<file path="src/rtl/tmr_pkg.sv">
package tmr_pkg;
  localparam int ADDR_W = 4;

  localparam logic [ADDR_W-1:0] A_CTRL  = 4'd0;
  localparam logic [ADDR_W-1:0] A_STAT  = 4'd1;
  localparam logic [ADDR_W-1:0] A_CNT_H = 4'd2;
  localparam logic [ADDR_W-1:0] A_CNT_L = 4'd3;
  localparam logic [ADDR_W-1:0] A_ALT_H = 4'd4;
  localparam logic [ADDR_W-1:0] A_ALT_L = 4'd5;
  localparam logic [ADDR_W-1:0] A_CAP_H = 4'd6;
  localparam logic [ADDR_W-1:0] A_CAP_L = 4'd7;
  localparam logic [ADDR_W-1:0] A_CMP_H = 4'd8;
  localparam logic [ADDR_W-1:0] A_CMP_L = 4'd9;

  localparam int NUM_FLAGS = 3;
  localparam int F_CAP = 0;
  localparam int F_CMP = 1;
  localparam int F_OVF = 2;

  localparam int B_EDGE = 0;
  localparam int B_OLVL = 1;
  localparam int B_IE0  = 2;
endpackage

</file>
<file path="src/rtl/tmr_prescale.sv">
module tmr_prescale #(
  parameter int DIV = 4
) (
  input  logic clk,
  input  logic rst_l,
  input  logic cnt_en_i,
  output logic tick_o
);
  localparam int PS_W = (DIV > 1) ? $clog2(DIV) : 1;

  logic [PS_W-1:0] phase_q, phase_d;

  always_comb begin
    tick_o  = cnt_en_i && (phase_q == PS_W'(DIV - 1));
    phase_d = phase_q;
    if (cnt_en_i) phase_d = tick_o ? '0 : phase_q + 1'b1;
  end

  always_ff @(posedge clk or negedge rst_l) begin
    if (!rst_l) phase_q <= '0;
    else        phase_q <= phase_d;
  end

  p_phase_frozen_r2: assert property (@(posedge clk) disable iff (!rst_l)
    !cnt_en_i |=> $stable(phase_q));
endmodule

</file>
<file path="src/rtl/tmr_counter.sv">
module tmr_counter #(
  parameter int             W       = 16,
  parameter logic [W-1:0]   RST_VAL = '1
) (
  input  logic         clk,
  input  logic         rst_l,
  input  logic         tick_i,
  output logic [W-1:0] cnt_o,
  output logic [W-1:0] next_o,
  output logic         wrap_o
);
  logic [W-1:0] cnt_q, cnt_d;

  always_comb begin
    next_o = cnt_q + 1'b1;
    wrap_o = tick_i && (cnt_q == '1);
    cnt_d  = tick_i ? next_o : cnt_q;
  end

  always_ff @(posedge clk or negedge rst_l) begin
    if (!rst_l) cnt_q <= RST_VAL;
    else        cnt_q <= cnt_d;
  end

  assign cnt_o = cnt_q;

  p_step_r2: assert property (@(posedge clk) disable iff (!rst_l)
    tick_i |=> cnt_q == W'($past(cnt_q) + 1'b1));
  p_hold_r2: assert property (@(posedge clk) disable iff (!rst_l)
    !tick_i |=> $stable(cnt_q));
endmodule

</file>
<file path="src/rtl/tmr_capture.sv">
module tmr_capture #(
  parameter int W           = 16,
  parameter int SYNC_STAGES = 2
) (
  input  logic         clk,
  input  logic         rst_l,
  input  logic         pin_i,
  input  logic         rise_sel_i,
  input  logic [W-1:0] cnt_i,
  output logic         cap_evt_o,
  output logic [W-1:0] cap_o
);
  logic [SYNC_STAGES-1:0] sync_q, sync_d;
  logic                   prev_q;
  logic [W-1:0]           cap_q, cap_d;
  logic                   seen;

  always_comb begin
    for (int i = 0; i < SYNC_STAGES; i++)
      sync_d[i] = (i == 0) ? pin_i : sync_q[(i == 0) ? 0 : i - 1];
  end

  always_comb begin
    seen      = sync_q[SYNC_STAGES-1];
    cap_evt_o = rise_sel_i ? (seen && !prev_q) : (!seen && prev_q);
    cap_d     = cap_evt_o ? W'(cnt_i + 1'b1) : cap_q;
  end

  always_ff @(posedge clk or negedge rst_l) begin
    if (!rst_l) begin
      sync_q <= '0;
      prev_q <= 1'b0;
      cap_q  <= '0;
    end else begin
      sync_q <= sync_d;
      prev_q <= seen;
      cap_q  <= cap_d;
    end
  end

  assign cap_o = cap_q;

  p_cap_value_r6: assert property (@(posedge clk) disable iff (!rst_l)
    cap_evt_o |=> cap_q == W'($past(cnt_i) + 1'b1));
endmodule

</file>
<file path="src/rtl/tmr_compare.sv">
module tmr_compare #(
  parameter int DW = 8,
  parameter int W  = 2 * DW
) (
  input  logic          clk,
  input  logic          rst_l,
  input  logic          tick_i,
  input  logic [W-1:0]  next_i,
  input  logic          wr_hi_i,
  input  logic          wr_lo_i,
  input  logic [DW-1:0] wdata_i,
  output logic [W-1:0]  cmp_o,
  output logic          match_o
);
  logic [W-1:0] cmp_q, cmp_d;
  logic         hold_q, hold_d;

  always_comb begin
    match_o = tick_i && !hold_q && (next_i == cmp_q);
    cmp_d   = cmp_q;
    hold_d  = hold_q;
    if (wr_hi_i) begin
      cmp_d[W-1:DW] = wdata_i;
      hold_d        = 1'b1;
    end
    if (wr_lo_i) begin
      cmp_d[DW-1:0] = wdata_i;
      hold_d        = 1'b0;
    end
  end

  always_ff @(posedge clk or negedge rst_l) begin
    if (!rst_l) begin
      cmp_q  <= '1;
      hold_q <= 1'b0;
    end else begin
      cmp_q  <= cmp_d;
      hold_q <= hold_d;
    end
  end

  assign cmp_o = cmp_q;

  p_hold_persists_r9: assert property (@(posedge clk) disable iff (!rst_l)
    (hold_q && !wr_lo_i) |=> hold_q);
endmodule

</file>
<file path="src/rtl/tmr16_capcmp.sv">
module tmr16_capcmp
  import tmr_pkg::*;
#(
  parameter int          DATA_W      = 8,
  parameter int          PRESCALE    = 4,
  parameter int          SYNC_STAGES = 2,
  parameter int unsigned CNT_RESET   = 32'h0000_FFFC
) (
  input  logic              clk,
  input  logic              rst_n,
  input  logic              cnt_en_i,
  input  logic              cap_pin_i,
  input  logic              bus_rd_i,
  input  logic              bus_wr_i,
  input  logic [ADDR_W-1:0] bus_addr_i,
  input  logic [DATA_W-1:0] bus_wdata_i,
  output logic [DATA_W-1:0] bus_rdata_o,
  output logic              cmp_out_o,
  output logic              irq_o
);
  localparam int CNT_W = 2 * DATA_W;

  // reset: asynchronous assert, synchronous release
  logic [1:0] rst_pipe_q;
  logic       rst_l;
  always_ff @(posedge clk or negedge rst_n) begin
    if (!rst_n) rst_pipe_q <= '0;
    else        rst_pipe_q <= {rst_pipe_q[0], 1'b1};
  end
  assign rst_l = rst_pipe_q[1];

  logic             tick, wrap, cap_evt, match;
  logic [CNT_W-1:0] cnt, cnt_next, cap_val, cmp_val;

  tmr_prescale #(.DIV(PRESCALE)) u_prescale (
    .clk(clk), .rst_l(rst_l), .cnt_en_i(cnt_en_i), .tick_o(tick));

  tmr_counter #(.W(CNT_W), .RST_VAL(CNT_W'(CNT_RESET))) u_counter (
    .clk(clk), .rst_l(rst_l), .tick_i(tick),
    .cnt_o(cnt), .next_o(cnt_next), .wrap_o(wrap));

  // control register, edge select kept across reset
  logic                 edge_q;
  logic                 olvl_q, olvl_d;
  logic [NUM_FLAGS-1:0] ie_q, ie_d;

  tmr_capture #(.W(CNT_W), .SYNC_STAGES(SYNC_STAGES)) u_capture (
    .clk(clk), .rst_l(rst_l), .pin_i(cap_pin_i), .rise_sel_i(edge_q),
    .cnt_i(cnt), .cap_evt_o(cap_evt), .cap_o(cap_val));

  // bus decode
  logic rd_stat, rd_cnt_h, rd_cnt_l, rd_alt_h, rd_alt_l, rd_cap_l;
  logic wr_ctrl, wr_cmp_h, wr_cmp_l, acc_cmp_l;
  always_comb begin
    rd_stat   = bus_rd_i && (bus_addr_i == A_STAT);
    rd_cnt_h  = bus_rd_i && (bus_addr_i == A_CNT_H);
    rd_cnt_l  = bus_rd_i && (bus_addr_i == A_CNT_L);
    rd_alt_h  = bus_rd_i && (bus_addr_i == A_ALT_H);
    rd_alt_l  = bus_rd_i && (bus_addr_i == A_ALT_L);
    rd_cap_l  = bus_rd_i && (bus_addr_i == A_CAP_L);
    wr_ctrl   = bus_wr_i && (bus_addr_i == A_CTRL);
    wr_cmp_h  = bus_wr_i && (bus_addr_i == A_CMP_H);
    wr_cmp_l  = bus_wr_i && (bus_addr_i == A_CMP_L);
    acc_cmp_l = (bus_rd_i || bus_wr_i) && (bus_addr_i == A_CMP_L);
  end

  tmr_compare #(.DW(DATA_W), .W(CNT_W)) u_compare (
    .clk(clk), .rst_l(rst_l), .tick_i(tick), .next_i(cnt_next),
    .wr_hi_i(wr_cmp_h), .wr_lo_i(wr_cmp_l), .wdata_i(bus_wdata_i),
    .cmp_o(cmp_val), .match_o(match));

  // flags and their clear sequence
  logic [NUM_FLAGS-1:0] flag_q, flag_d, arm_q, arm_d, flag_set, flag_clr;
  always_comb begin
    flag_set        = '0;
    flag_set[F_CAP] = cap_evt;
    flag_set[F_CMP] = match;
    flag_set[F_OVF] = wrap;
    flag_clr        = '0;
    flag_clr[F_CAP] = arm_q[F_CAP] && rd_cap_l;
    flag_clr[F_CMP] = arm_q[F_CMP] && acc_cmp_l;
    flag_clr[F_OVF] = arm_q[F_OVF] && rd_cnt_l;
    for (int i = 0; i < NUM_FLAGS; i++) begin
      flag_d[i] = flag_set[i] | (flag_q[i] & ~flag_clr[i]);
      arm_d[i]  = rd_stat ? flag_q[i] : (flag_clr[i] ? 1'b0 : arm_q[i]);
    end
  end

  // coherent low-byte stores
  logic [DATA_W-1:0] cnt_lat_q, cnt_lat_d, alt_lat_q, alt_lat_d;
  logic              cnt_lat_v_q, cnt_lat_v_d, alt_lat_v_q, alt_lat_v_d;
  logic              cmp_out_q, cmp_out_d;
  always_comb begin
    cnt_lat_d   = rd_cnt_h ? cnt[DATA_W-1:0] : cnt_lat_q;
    cnt_lat_v_d = rd_cnt_h ? 1'b1 : (rd_cnt_l ? 1'b0 : cnt_lat_v_q);
    alt_lat_d   = rd_alt_h ? cnt[DATA_W-1:0] : alt_lat_q;
    alt_lat_v_d = rd_alt_h ? 1'b1 : (rd_alt_l ? 1'b0 : alt_lat_v_q);
    olvl_d      = wr_ctrl ? bus_wdata_i[B_OLVL] : olvl_q;
    ie_d        = wr_ctrl ? bus_wdata_i[B_IE0 +: NUM_FLAGS] : ie_q;
    cmp_out_d   = match ? olvl_q : cmp_out_q;
  end

  always_ff @(posedge clk) begin
    if (wr_ctrl) edge_q <= bus_wdata_i[B_EDGE];
  end

  always_ff @(posedge clk or negedge rst_l) begin
    if (!rst_l) begin
      flag_q      <= '0;
      arm_q       <= '0;
      olvl_q      <= 1'b0;
      ie_q        <= '0;
      cnt_lat_q   <= '0;
      cnt_lat_v_q <= 1'b0;
      alt_lat_q   <= '0;
      alt_lat_v_q <= 1'b0;
      cmp_out_q   <= 1'b0;
    end else begin
      flag_q      <= flag_d;
      arm_q       <= arm_d;
      olvl_q      <= olvl_d;
      ie_q        <= ie_d;
      cnt_lat_q   <= cnt_lat_d;
      cnt_lat_v_q <= cnt_lat_v_d;
      alt_lat_q   <= alt_lat_d;
      alt_lat_v_q <= alt_lat_v_d;
      cmp_out_q   <= cmp_out_d;
    end
  end

  // read mux
  always_comb begin
    bus_rdata_o = '0;
    case (bus_addr_i)
      A_CTRL: begin
        bus_rdata_o[B_EDGE]              = edge_q;
        bus_rdata_o[B_OLVL]              = olvl_q;
        bus_rdata_o[B_IE0 +: NUM_FLAGS]  = ie_q;
      end
      A_STAT:  bus_rdata_o[NUM_FLAGS-1:0] = flag_q;
      A_CNT_H: bus_rdata_o = cnt[CNT_W-1:DATA_W];
      A_CNT_L: bus_rdata_o = cnt_lat_v_q ? cnt_lat_q : cnt[DATA_W-1:0];
      A_ALT_H: bus_rdata_o = cnt[CNT_W-1:DATA_W];
      A_ALT_L: bus_rdata_o = alt_lat_v_q ? alt_lat_q : cnt[DATA_W-1:0];
      A_CAP_H: bus_rdata_o = cap_val[CNT_W-1:DATA_W];
      A_CAP_L: bus_rdata_o = cap_val[DATA_W-1:0];
      A_CMP_H: bus_rdata_o = cmp_val[CNT_W-1:DATA_W];
      A_CMP_L: bus_rdata_o = cmp_val[DATA_W-1:0];
      default: bus_rdata_o = '0;
    endcase
  end

  assign irq_o     = |(flag_q & ie_q);
  assign cmp_out_o = cmp_out_q;

  p_ovf_set_r5: assert property (@(posedge clk) disable iff (!rst_l)
    (tick && (cnt == '1)) |=> flag_q[F_OVF]);
  p_cmp_out_r8: assert property (@(posedge clk) disable iff (!rst_l)
    match |=> cmp_out_q == $past(olvl_q));
  p_quiet_irq_r11: assert property (@(posedge clk) disable iff (!rst_l)
    (flag_q == '0) |-> !irq_o);

  for (genvar gi = 0; gi < NUM_FLAGS; gi++) begin : g_flag_chk
    p_set_wins_r12: assert property (@(posedge clk) disable iff (!rst_l)
      flag_set[gi] |=> flag_q[gi]);
  end
endmodule

</file>
<file path="config.mk">
export PLATFORM = sky130hd
export DESIGN_NAME = tmr16_capcmp
export DESIGN_NICKNAME = d
export VERILOG_FILES = /design/src/rtl/tmr_pkg.sv /design/src/rtl/tmr_prescale.sv /design/src/rtl/tmr_counter.sv /design/src/rtl/tmr_capture.sv /design/src/rtl/tmr_compare.sv /design/src/rtl/tmr16_capcmp.sv
export SDC_FILE = /design/constraint.sdc
export NUM_CORES = 1
export LEC_CHECK = 0
export BUFFER_PORTS_ARGS = -buffer_cell sky130_fd_sc_hd__buf_2
export CAP_MARGIN = 20
export CORE_UTILIZATION = 48
export DETAILED_ROUTE_END_ITERATION = 7
export GPL_TIMING_DRIVEN = 0
export PLACE_DENSITY = 0.74
export SYNTH_ARGS = -nofsm -noshare
export SYNTH_HDL_FRONTEND = slang
export SYNTH_SLANG_ARGS = --single-unit
</file>
<file path="constraint.sdc">
create_clock -name clk -period 5.1 [get_ports clk]
set_input_delay 1.02 -clock clk [delete_from_list [all_inputs] [get_ports clk]]
set_output_delay 1.02 -clock clk [all_outputs]
set_load 0.03 [all_outputs]
</file>
After elaboration in Yosys (flattened, before gate mapping):

Cells that the tools add are included.

* flip-flop bits (word level): 86
* input port bits: 18
* output and inout bits: 10
* logic and storage cells: 96

* add/sub/neg operators: 2
* eq/ne operators: 12
* multiplexer cells: 19
* bitwise operators: 10
* reduce and logical (&&, ||, !) cells: 32

Operators by type and width (number)
* 3-bit case mux with 9 select lines: 1
* 3-bit case mux with 7 select lines: 1
* 1-bit logical AND: 19
* 16-bit by 1-bit adder with 16-bit output, second input constant: 1
* 16-bit == test: 1
* 16-bit == test, second input constant: 1
* 4-bit by 3-bit == test with 1-bit output, second input constant: 4
* 8-bit 2-to-1 mux: 2
* 2-bit case mux with 8 select lines: 1
* 1-bit 2-to-1 mux: 13
* 2-bit nonzero test: 6
* 4-bit by 2-bit == test with 1-bit output, second input constant: 2
* 4-bit == test, second input constant: 2
* 4-bit by 1-bit == test with 1-bit output, second input constant: 1
* 4-bit logical NOT: 1
* 1-bit bitwise AND: 3
* 3-bit bitwise AND: 1
* 1-bit logical NOT: 3
* 1-bit NOT: 3
* 1-bit OR: 3
* 3-bit OR reduction: 1
* 2-bit by 1-bit adder with 2-bit output, second input constant: 1
* 2-bit == test, second input constant: 1
* 2-bit 2-to-1 mux: 1
* other kinds (2): 2

Longest topological paths before layout:

Gate-level depths: netlist (run 1).

* word-level depth: 6
* mapped depth: 8
* depth with buffers taken out: 7

Hierarchy:

From an unflattened synthesis (run 1), not the netlist that was laid out.

* cells, all modules: 452
* area total of the unflattened synthesis: 4862.2 um^2

Modules (own cells, without submodules)
* tmr16_capcmp: instances 1, cells each 187, area each 2003.2 um^2, sequential area each 805.8 um^2
* tmr_counter: instances 1, cells each 97, area each 987.2 um^2, sequential area each 417.9 um^2
* tmr_capture: instances 1, cells each 102, area each 947.2 um^2, sequential area each 475.5 um^2
* tmr_compare: instances 1, cells each 59, area each 828.3 um^2, sequential area each 445.4 um^2
* tmr_prescale: instances 1, cells each 7, area each 96.3 um^2, sequential area each 50.0 um^2

Worst setup path after synthesis (run 1):

No wires, ideal clock.

* path type: in2out
* start: in bus_addr_i[2]
* end: out bus_rdata_o[4]
* data arrival time: 2383 ps
* data required time: 4080 ps
* slack: 1697 ps
* stages: 5
* buffers on the path: 1
* cells stage by stage: clkbuf_1 xnor2_1 nor3_1 a222oi_1 nand3_1

* cells in the longest elaborated chain, start to end: 3
* elaborated cells on any way between the ends: 11
* those cells by class: eq/ne (8); mux (1); reduce/logical (2)

Ends and longest elaborated chain
* start: declaration: RTL line tmr16_capcmp.sv:15 `input logic [ADDR_W-1:0] bus_addr_i,`
* 4-bit by 2-bit == test with 1-bit output or 4-bit by 3-bit == test with 1-bit output (tied branches): RTL line tmr16_capcmp.sv:134 `case (bus_addr_i)`
* 2-bit OR reduction (no source line)
* 2-bit case mux with 8 select lines (*): RTL line tmr16_capcmp.sv:134
* end: declaration: RTL line tmr16_capcmp.sv:17 `output logic [DATA_W-1:0] bus_rdata_o,`

Mark *: on every way between the ends. The rest lies on a longest branch, timed or not.

Worst setup path in the final report (run 1):

* start: in bus_addr_i[1]
* end: out bus_rdata_o[7]

* cells in the longest elaborated chain, start to end: 3
* elaborated cells on any way between the ends: 10
* those cells by class: eq/ne (8); mux (1); reduce/logical (1)

Ends and longest elaborated chain (RTL line)
* 4-bit by 2-bit == test with 1-bit output or 4-bit by 3-bit == test with 1-bit output (tied branches): tmr16_capcmp.sv:134
* 2-bit OR reduction (no source line)
* 3-bit case mux with 7 select lines (*): tmr16_capcmp.sv:134

Marked as above.

==> flow_summary_export.csv, run 1 <==
group,metric,value,unit
power_and_ir_drop,pwr_density_cell,369.7,nW/um^2
sta,slew_headroom,16.19,%
synthesis,ys_seq_elements,86,
global_routing,grt_pass1_wl,18060,um
sta,slew_violations,0,
route,ant_nets,0,
cts,cts_setup_buffers,0,
flow_run,maxCapViolCount,0,
route,drt-total-wl,11290,um
status,status,"finished, final reports clean",
sta,holdWs,0.3026,ns
cts,cts_tree,"done",
finish,ff_latch_area,2198,um^2
synthesis,synth_nets,454,
die,die_h,99.69,um
cts,numCtsBuffers,9,
synthesis,syn_area_per_cell,10.55,um^2
finish,antenna-diode-count,0,
global_routing,grt_pass1_vias,3359,
finish,multi_input_area,2243,um^2
sta,rsz0062_at_grt,"false",
global_routing,gr-total-overflow,0,
route,drtPass1Iterations,5,
synthesis,synth-main-ff-cell,"dfrtp_1",
sta,fin_worst_skew,0.009049,ns
die,die_x,99.69,um
setup_path,worst_ep_arrival_time,3.35,ns
synthesis,ys_types,55,
synthesis,synthesis.area,4581,um^2
power_and_ir_drop,max-vdd-ir-drop,0.2007,mV
finish,final_cells,606,
cts,hold_buffers,0,
sta,setup_violations,0,
cts,h-tree-depth,3,
synthesis,yosysWarnings,0,
cts,clk_path_buf_depth,2,
placement,dp.cells,590,
setup_path,critPathKind,"in -> out",
finish,mostFrequentLayoutCell,"dfrtp_1",
finish,layout_common_cells,"54 x dfrtp_1, 49 x nand2_1, 40 x mux2_2, 35 x buf_2, 30 x dfstp_2",
placement,dp_hpwl,8390,um
placement,port_buffers,26,
global_routing,antenna_found_initial,0,
global_routing,grt_use_total,24.23,%
route,drt_iter0_drc,320,
finish,utilization,55.26,%
sta,max_freq,0.2289,GHz
die,start_util,49.57,%
die,dieArea,9938,um^2
sta,timing.final.crit_share,85.67,%
route,detail_route.vias_per_cell,5.815,
sta,period_minus_slack,4.369,ns
power_and_ir_drop,p_leak,2.186,nW
cts,cts_resized,0,
die,io_pins,28,
die,coreArea,9240,um^2
finish,drive_gt1_share,27.46,%
setup_path,required,4.08,ns
sta,fin_setup_tns,0,ns
cts,clock_sinks,86,
route,wl_per_cell,18.63,um
sta,tightest_slew,1.248,ns
route,vias,3524,
synthesis,synthArstFlopShare,98.84,%
setup_path,crit_fanout,10,
finish,fin_nets,492,
finish,synthToLayoutAreaGrowth,11.47,%
cts,clockRootBuffer,"clkbuf_8",
setup_path,crit_path_start_kind,"input pin",
setup_path,critPathCaptureType,"output port",
global_routing,grt_max_degree,48,
synthesis,synthCells,434,
finish,n_fill_cell,824,
cts,cts.clk_slew.worst_paths,0.09,ns
synthesis,synth-seq-area-share,47.91,%
sta,hold_viol_final,0,
hold_path,hold_class,"reg -> async",
die,placementRows,35,
route,drc,0,
placement,gp_congestion,0.9300,
cts,insertion_delay,0.35,ns
synthesis,synth-edff-count,1,
==> Yosys cell counts (all sizes together), types with 3 or more instances <==
master,instances,area share [%]
buf,15,1.7
nand3,23,2.5
nand4,6,0.82
mux2,41,10
mux2i,14,3.1
o21ai,20,2.2
xnor2,27,5.2
nand2,50,4.2
nand2b,5,0.68
clkbuf,13,1.1
dfstp,30,17
dfrtp,55,30
xor2,19,3.6
a21oi,18,2.0
or4,3,0.66
nor4,5,0.68
inv,4,0.33
a221oi,5,0.96
nor2,26,2.1
xnor3,4,2.0
a222oi,7,1.5
and3,5,0.68
nor3,11,1.3
==> layout make-up <==
type	instances	area share, %
clock inverters	3	0.8576
repair buffers	27	3.087
plain buffers	28	2.499
multi-input cells	316	43.94
clock buffers	13	3.112
well taps	129	3.161
flip-flops and latches	86	43.05
inverters	4	0.2940
==> critical path, cell delays in order <==
cell	delay, ns
buf_2	0.11
clkbuf_1	0.36
xnor2_1	0.13
nor3_1	0.95
a222oi_1	0.39
nand3_1	0.17
buf_2	0.21
==> sequential cells by signal (all words and copies together), names as in the netlist, 2 cells and up <==
name / cells
alt_lat_q: 8
flag_q: 3
ie_q: 3
u_capture.sync_q: 2
arm_q: 3
rst_pipe_q: 2
u_capture.cap_o: 16
u_prescale.phase_q: 2
cnt_lat_q: 8
u_counter.cnt_o: 16
u_compare.cmp_o: 16
==> stage by stage <==
stage | area, um^2 | total power (W) | setup slack (ns)
floorplan | 4581 | 0.001251 | 1.697
global placement | 4872 | 0.001369 | 0.8604
detailed placement | 4903 | 0.001392 | 0.9206
CTS | 5106 | 0.001891 | 0.9157
global route | 5106 | 0.001968 | 0.7591
finish | 5106 | 0.001888 | 0.7307
==> report_power, final <==
group          internal (W)  total, W  switching [W]
registers          0.000826  0.000930       0.000104
clock network      0.000254  0.000499       0.000245
logic              0.000211  0.000458       0.000247
total               0.00129   0.00189       0.000596
==> cells by family after synthesis <==
logic type	after synthesis	synth area share, %
compound gates	64	9.014
xor+xnor	50	10.76
fa+ha+maj	2	0.5462
buf+inv	32	3.114
flops	86	47.91
mux	55	13.22
other cells	1	0.08187
simple gates	144	15.35
==> routing by layer <==
layer	track usage (%)	part of all wire [%]	up-vias
li1	-	-	1618
met1	33.04	44	1750
met2	37.93	47	126
met3	4.287	5.9	30
met4	10.75	3.1	0
met5	0	0	-
==> final timing paths <==
path | startpoint | end | slack, ns | depth (start not counted)
worst max-delay path | bus_addr_i[1] | bus_rdata_o[7] | 0.73 | 7
worst min-delay path | rst_pipe_q[1] | ie_q[2] | 0.30 | 0
worst max register to register | u_counter.cnt_o[4] | cmp_out_o | 2.01 | 7
worst min register to register | rst_pipe_q[1] | ie_q[2] | 0.30 | 0
max in group asynchronous | rst_pipe_q[1] | u_counter.cnt_o[2] | 4.17 | 1
min in group clk | u_capture.sync_q[0] | u_capture.sync_q[1] | 0.35 | 0
No activity file was read; power rests on OpenSTA's default activity.
==> run 2, diff against run 1 <==
Settings changed: ABC_AREA set to 1.
==> flow_summary_export.csv, run 2 <==
group,metric,value,unit
status,status,"finished, final reports clean",
global_routing,gr-total-overflow,0,
sta,hold_viol_final,0,
synthesis,synth-edff-count,1,
sta,slew_violations,0,
sta,max_freq,0.2579,GHz
die,die_h,99.44,um
route,detail_route.vias_per_cell,5.745,
synthesis,synthTopCellsByCount,"172 x nand2_1, 80 x o21ai_0, 70 x inv_1",
global_routing,grt_use_total,29.29,%
sta,fin_worst_skew,0.01147,ns
cts,cts_tree,"done",
cts,cts_resized,0,
die,placementRows,35,
route,ant_nets,0,
sta,period_minus_slack,3.878,ns
cts,insertion_delay,0.36,ns
setup_path,crit_path_start_kind,"input pin",
cts,clockRootBuffer,"clkbuf_8",
synthesis,synth_most_common_cell,"nand2_1",
route,drt_iter0_drc,363,
sta,tightest_slew,0.7322,ns
synthesis,ys_seq_elements,86,
global_routing,grt_pass1_vias,4078,
die,start_util,49.55,%
power_and_ir_drop,pwr_density_cell,400.0,nW/um^2
route,wl_per_cell,18.28,um
power_and_ir_drop,max-vdd-ir-drop,0.2161,mV
global_routing,grt_max_degree,54,
setup_path,crit_fanout,9,
finish,synthToLayoutAreaGrowth,10.71,%
global_routing,grt_pass1_wl,21540,um
synthesis,yosysTopAreaCellShare,30.20,%
die,io_pins,28,
route,drt-total-wl,13620,um
sta,rsz0062_at_grt,"false",
synthesis,yosysWarnings,0,
sta,timing.final.crit_share,76.04,%
finish,n_fill_cell,874,
cts,clock_sinks,86,
global_routing,antenna_found_initial,0,
cts,h-tree-depth,3,
cts,numCtsBuffers,9,
synthesis,ys_types,40,
power_and_ir_drop,total_power,0.002018,W
setup_path,required,4.08,ns
power_and_ir_drop,p_leak,2.264,nW
flow_run,maxCapViolCount,0,
finish,utilization,54.86,%
setup_path,critPathCaptureType,"output port",
synthesis,synth_top_area_cell,"dfrtp_1",
finish,mostFrequentLayoutCell,"nand2_1",
finish,layout_common_cells,"172 x nand2_1, 80 x o21ai_0, 70 x inv_1, 54 x dfrtp_1, 45 x nand3_1",
route,vias,4280,
synthesis,synth-seq-area-share,48.16,%
die,dieArea,9887,um^2
placement,gp_congestion,0.9478,
finish,fin_nets,649,
hold_path,hold_class,"reg -> async",
synthesis,synth_nets,610,
sta,setup_violations,0,
route,drtPass1Iterations,7,
die,die_x,99.44,um
route,drc,0,
synthesis,synthesis.area,4557,um^2
finish,multi_input_area,2038,um^2
setup_path,critPathKind,"in -> out",
placement,dp_hpwl,10480,um
synthesis,synthCells,590,
finish,antenna-diode-count,0,
synthesis,syn_area_per_cell,7.724,um^2
finish,drive_gt1_share,15.77,%
sta,fin_setup_tns,0,ns
sta,slew_headroom,50.86,%
synthesis,synthArstFlopShare,98.84,%
synthesis,synth-main-ff-cell,"dfrtp_1",
placement,port_buffers,27,
die,coreArea,9196,um^2
setup_path,worst_ep_arrival_time,2.86,ns
cts,hold_buffers,0,
finish,ff_latch_area,2198,um^2
synthesis,synth_area_leaders,"dfrtp_1 30%, dfstp_2 17%, nand2_1 14%",
cts,cts.clk_slew.worst_paths,0.09,ns
cts,clk_path_buf_depth,2,
cts,cts_setup_buffers,0,
run 2: worst max-delay path: stages:
cell and delay (ns):
buf_2 0.11, inv_1 0.05, nor2_2 0.36, inv_1 0.12
o21ai_1 0.60, a22oi_1 0.20, o2111ai_1 0.16, buf_2 0.23
run 2: cell families (layout without fill, tap and decap cells):
group / Yosys count / in the layout / synth area share [%]
multiplexers: 2 / 2 / 0.4942
AND/OR/NAND/NOR: 286 / 286 / 27.16
adder cells (fa/ha/maj): 2 / 2 / 0.5491
other: 1 / 1 / 0.08229
flip-flops: 86 / 86 / 48.16
buffers and inverters: 86 / 130 / 7.111
XOR/XNOR: 5 / 5 / 1.565
AO/OA/AOI/OAI: 122 / 122 / 14.88
run 2: per-layer routing:
metal / wire [um] / vias up / track usage [%]
met5: 0 / - / 0
met4: 525 / 0 / 12.67
met3: 1094 / 40 / 4.427
met2: 5910 / 200 / 43.96
met1: 6089 / 2030 / 42.27
li1: - / 2010 / -
run 2: worst paths after layout:
| kind | start | end | slack (ns) | depth (start not counted) |
|---|---|---|---|---|
| setup / recovery | bus_addr_i[2] | bus_rdata_o[4] | 1.22 | 8 |
| hold / removal | rst_pipe_q[1] | u_prescale.phase_q[1] | 0.28 | 0 |
| setup reg to reg | u_counter.cnt_o[0] | cmp_out_o | 2.76 | 14 |
| hold reg to reg | rst_pipe_q[1] | u_prescale.phase_q[1] | 0.28 | 0 |
| max in group asynchronous | rst_pipe_q[1] | u_counter.cnt_o[9] | 4.17 | 1 |
| min in group clk | u_capture.sync_q[0] | u_capture.sync_q[1] | 0.36 | 0 |
run 2: final cells by class:
class                   count  share of cell area [%]
multi-input cells         418                   40.40
clock inverters             6                  0.8929
repair buffers             28                   3.224
flip-flops and latches     86                   43.58
inverters                  74                   5.506
plain buffers              12                  0.9177
well taps                 111                   2.753
clock buffers              10                   2.728
run 2: per-stage QoR:
stage	instances	hold slack (ns)	worst slack [ns]	instance area, um^2
6_report	745	0.2769	1.222	5045
5_1_grt	745	0.3092	1.157	5045
4_1_cts	745	0.2935	1.324	5045
3_5_place_dp	729	0.2844	1.321	4862
3_3_place_gp	728	0.3338	1.374	4831
2_1_floorplan	590	0.3312	1.942	4557
run 2: power by group:
part	leakage, nW	total (W)	internal [W]	switching (W)
Sequential	1.03	0.000993	0.000858	0.000136
Clock	0.0853	0.000460	0.000193	0.000267
Combinational	1.15	0.000565	0.000172	0.000393
==> run 3, diff against run 2 <==
Settings changed: PLACE_DENSITY 0.74 to 0.77.
Clock period 5.1 ns to 3.2 ns, I/O delays scaled along.
==> flow_summary_export.csv, run 3 (synthesized netlist as in run 2, its figures left out) <==
group,metric,value,unit
cts,clk_path_buf_depth,2,
power_and_ir_drop,p_int,0.002124,W
cts,clock_sinks,86,
die,die_x,99.44,um
finish,synthToLayoutAreaGrowth,11.78,%
sta,period_minus_slack,3.064,ns
power_and_ir_drop,max-vdd-ir-drop,0.3016,mV
setup_path,crit_path_start_kind,"input pin",
cts,cts_setup_buffers,0,
setup_path,worst_ep_arrival_time,2.42,ns
route,drt_iter0_drc,335,
route,drc,0,
power_and_ir_drop,seq_power_share,47.3,%
route,ant_nets,0,
power_and_ir_drop,p_leak,2.293,nW
cts,insertion_delay,0.36,ns
finish,drive_gt1_share,15.62,%
hold_path,hold_class,"in -> async",
cts,h-tree-depth,3,
global_routing,antenna_found_initial,0,
finish,utilization,55.39,%
cts,cts_resized,0,
global_routing,grt_pass1_vias,4039,
power_and_ir_drop,pwr-share-comb,26.7,%
placement,port_buffers,27,
setup_path,crit_fanout,9,
route,detail_route.vias_per_cell,5.721,
die,die_h,99.44,um
cts,cts_tree,"done",
flow_run,maxCapViolCount,0,
sta,rsz0062_at_grt,"false",
power_and_ir_drop,clkPwrFrac,26.0,%
route,drtPass1Iterations,5,
setup_path,critPathCaptureType,"output port",
route,wl_per_cell,18.00,um
die,coreArea,9196,um^2
die,dieArea,9887,um^2
sta,fin_worst_skew,0.008489,ns
route,drt-total-wl,13410,um
sta,timing.final.crit_share,95.74,%
sta,slew_headroom,53.29,%
global_routing,grt_use_total,29.32,%
finish,fin_nets,649,
sta,tightest_slew,0.6960,ns
global_routing,grt_max_degree,61,
status,status,"finished, final reports clean",
placement,gp_congestion,0.9400,
sta,slew_violations,0,
power_and_ir_drop,pwr_density_cell,662.3,nW/um^2
cts,clockRootBuffer,"clkbuf_8",
setup_path,critPathKind,"in -> out",
finish,antenna-diode-count,0,
sta,max_freq,0.3264,GHz
finish,final_cells,745,
global_routing,gr-total-overflow,0,
power_and_ir_drop,switchingPower,0.001249,W
global_routing,grt_pass1_wl,21380,um
route,vias,4262,
cts,hold_buffers,0,
placement,dp.cells,729,
die,io_pins,28,
finish,mostFrequentLayoutCell,"nand2_1",
cts,numCtsBuffers,9,
setup_path,required,2.56,ns
power_and_ir_drop,swShare,37.03,%
placement,dp_hpwl,10410,um
sta,hold_viol_final,0,
die,start_util,49.55,%
cts,cts.clk_slew.worst_paths,0.08,ns
sta,setup_violations,0,
finish,layout_common_cells,"172 x nand2_1, 80 x o21ai_0, 70 x inv_1, 54 x dfrtp_1, 45 x nand3_1",
die,placementRows,35,
-- run 3: stage by stage --
stage	setup TNS, ns	worst slack, ns	instance area [um^2]	hold slack, ns	total power, W
CTS	0	0.1962	5094	0.03208	0.003363
finish	0	0.1364	5094	0.05040	0.003374
global placement	-11.58	-0.2228	4831	0.3337	0.002443
floorplan	0	0.7097	4557	0.3312	0.002124
global route	0	0.02035	5094	0.02860	0.003550
detailed placement	0	0.2064	4862	0.2474	0.002487
-- run 3: worst paths after layout --
kind	depth (start not counted)	startpoint	end	slack [ns]
max	10	bus_addr_i[2]	bus_rdata_o[1]	0.14
min reg2reg	0	rst_pipe_q[1]	u_capture.sync_q[0]	0.24
max in group asynchronous	1	rst_pipe_q[1]	u_counter.cnt_o[11]	2.32
min	1	rst_n	rst_pipe_q[1]	0.05
min in group clk	0	u_capture.sync_q[0]	u_capture.sync_q[1]	0.36
max reg2reg	14	u_counter.cnt_o[0]	cmp_out_o	0.85
-- run 3: layout make-up --
type	instances	area, um^2
buffer	12	46.29
clock buffer	11	151.4
clock inverter	5	80.08
fill	891	4103
inverter	74	277.8
multi-input combinational	418	2038
sequential	86	2198
tap	111	138.9
timing repair buffer	28	162.7
-- run 3: power groups by stage --
stage               combinational (W)  clock [W]  sequential [W]
floorplan                    0.000605          0         0.00152
global placement             0.000837          0         0.00161
detailed placement           0.000881          0         0.00161
CTS                          0.000885   0.000893         0.00158
global route                 0.000995   0.000940         0.00161
finish                       0.000900   0.000879         0.00159
-- run 3: critical path, stage by stage --
cell and delay [ns]:
buf_2 0.10, inv_1 0.05, nor2_2 0.30, inv_1 0.11, nor2_1 0.42, inv_1 0.17
a21oi_1 0.26, a221oi_1 0.09, nand3_1 0.09, buf_2 0.20
-- run 3: metal layers --
layer,track usage (%),part of all wire [%],up-vias
met5,0,0,-
met4,13.35,3.6,0
met3,6.395,8.8,37
met2,43.86,44,216
met1,40.93,43,1995
li1,-,-,2014
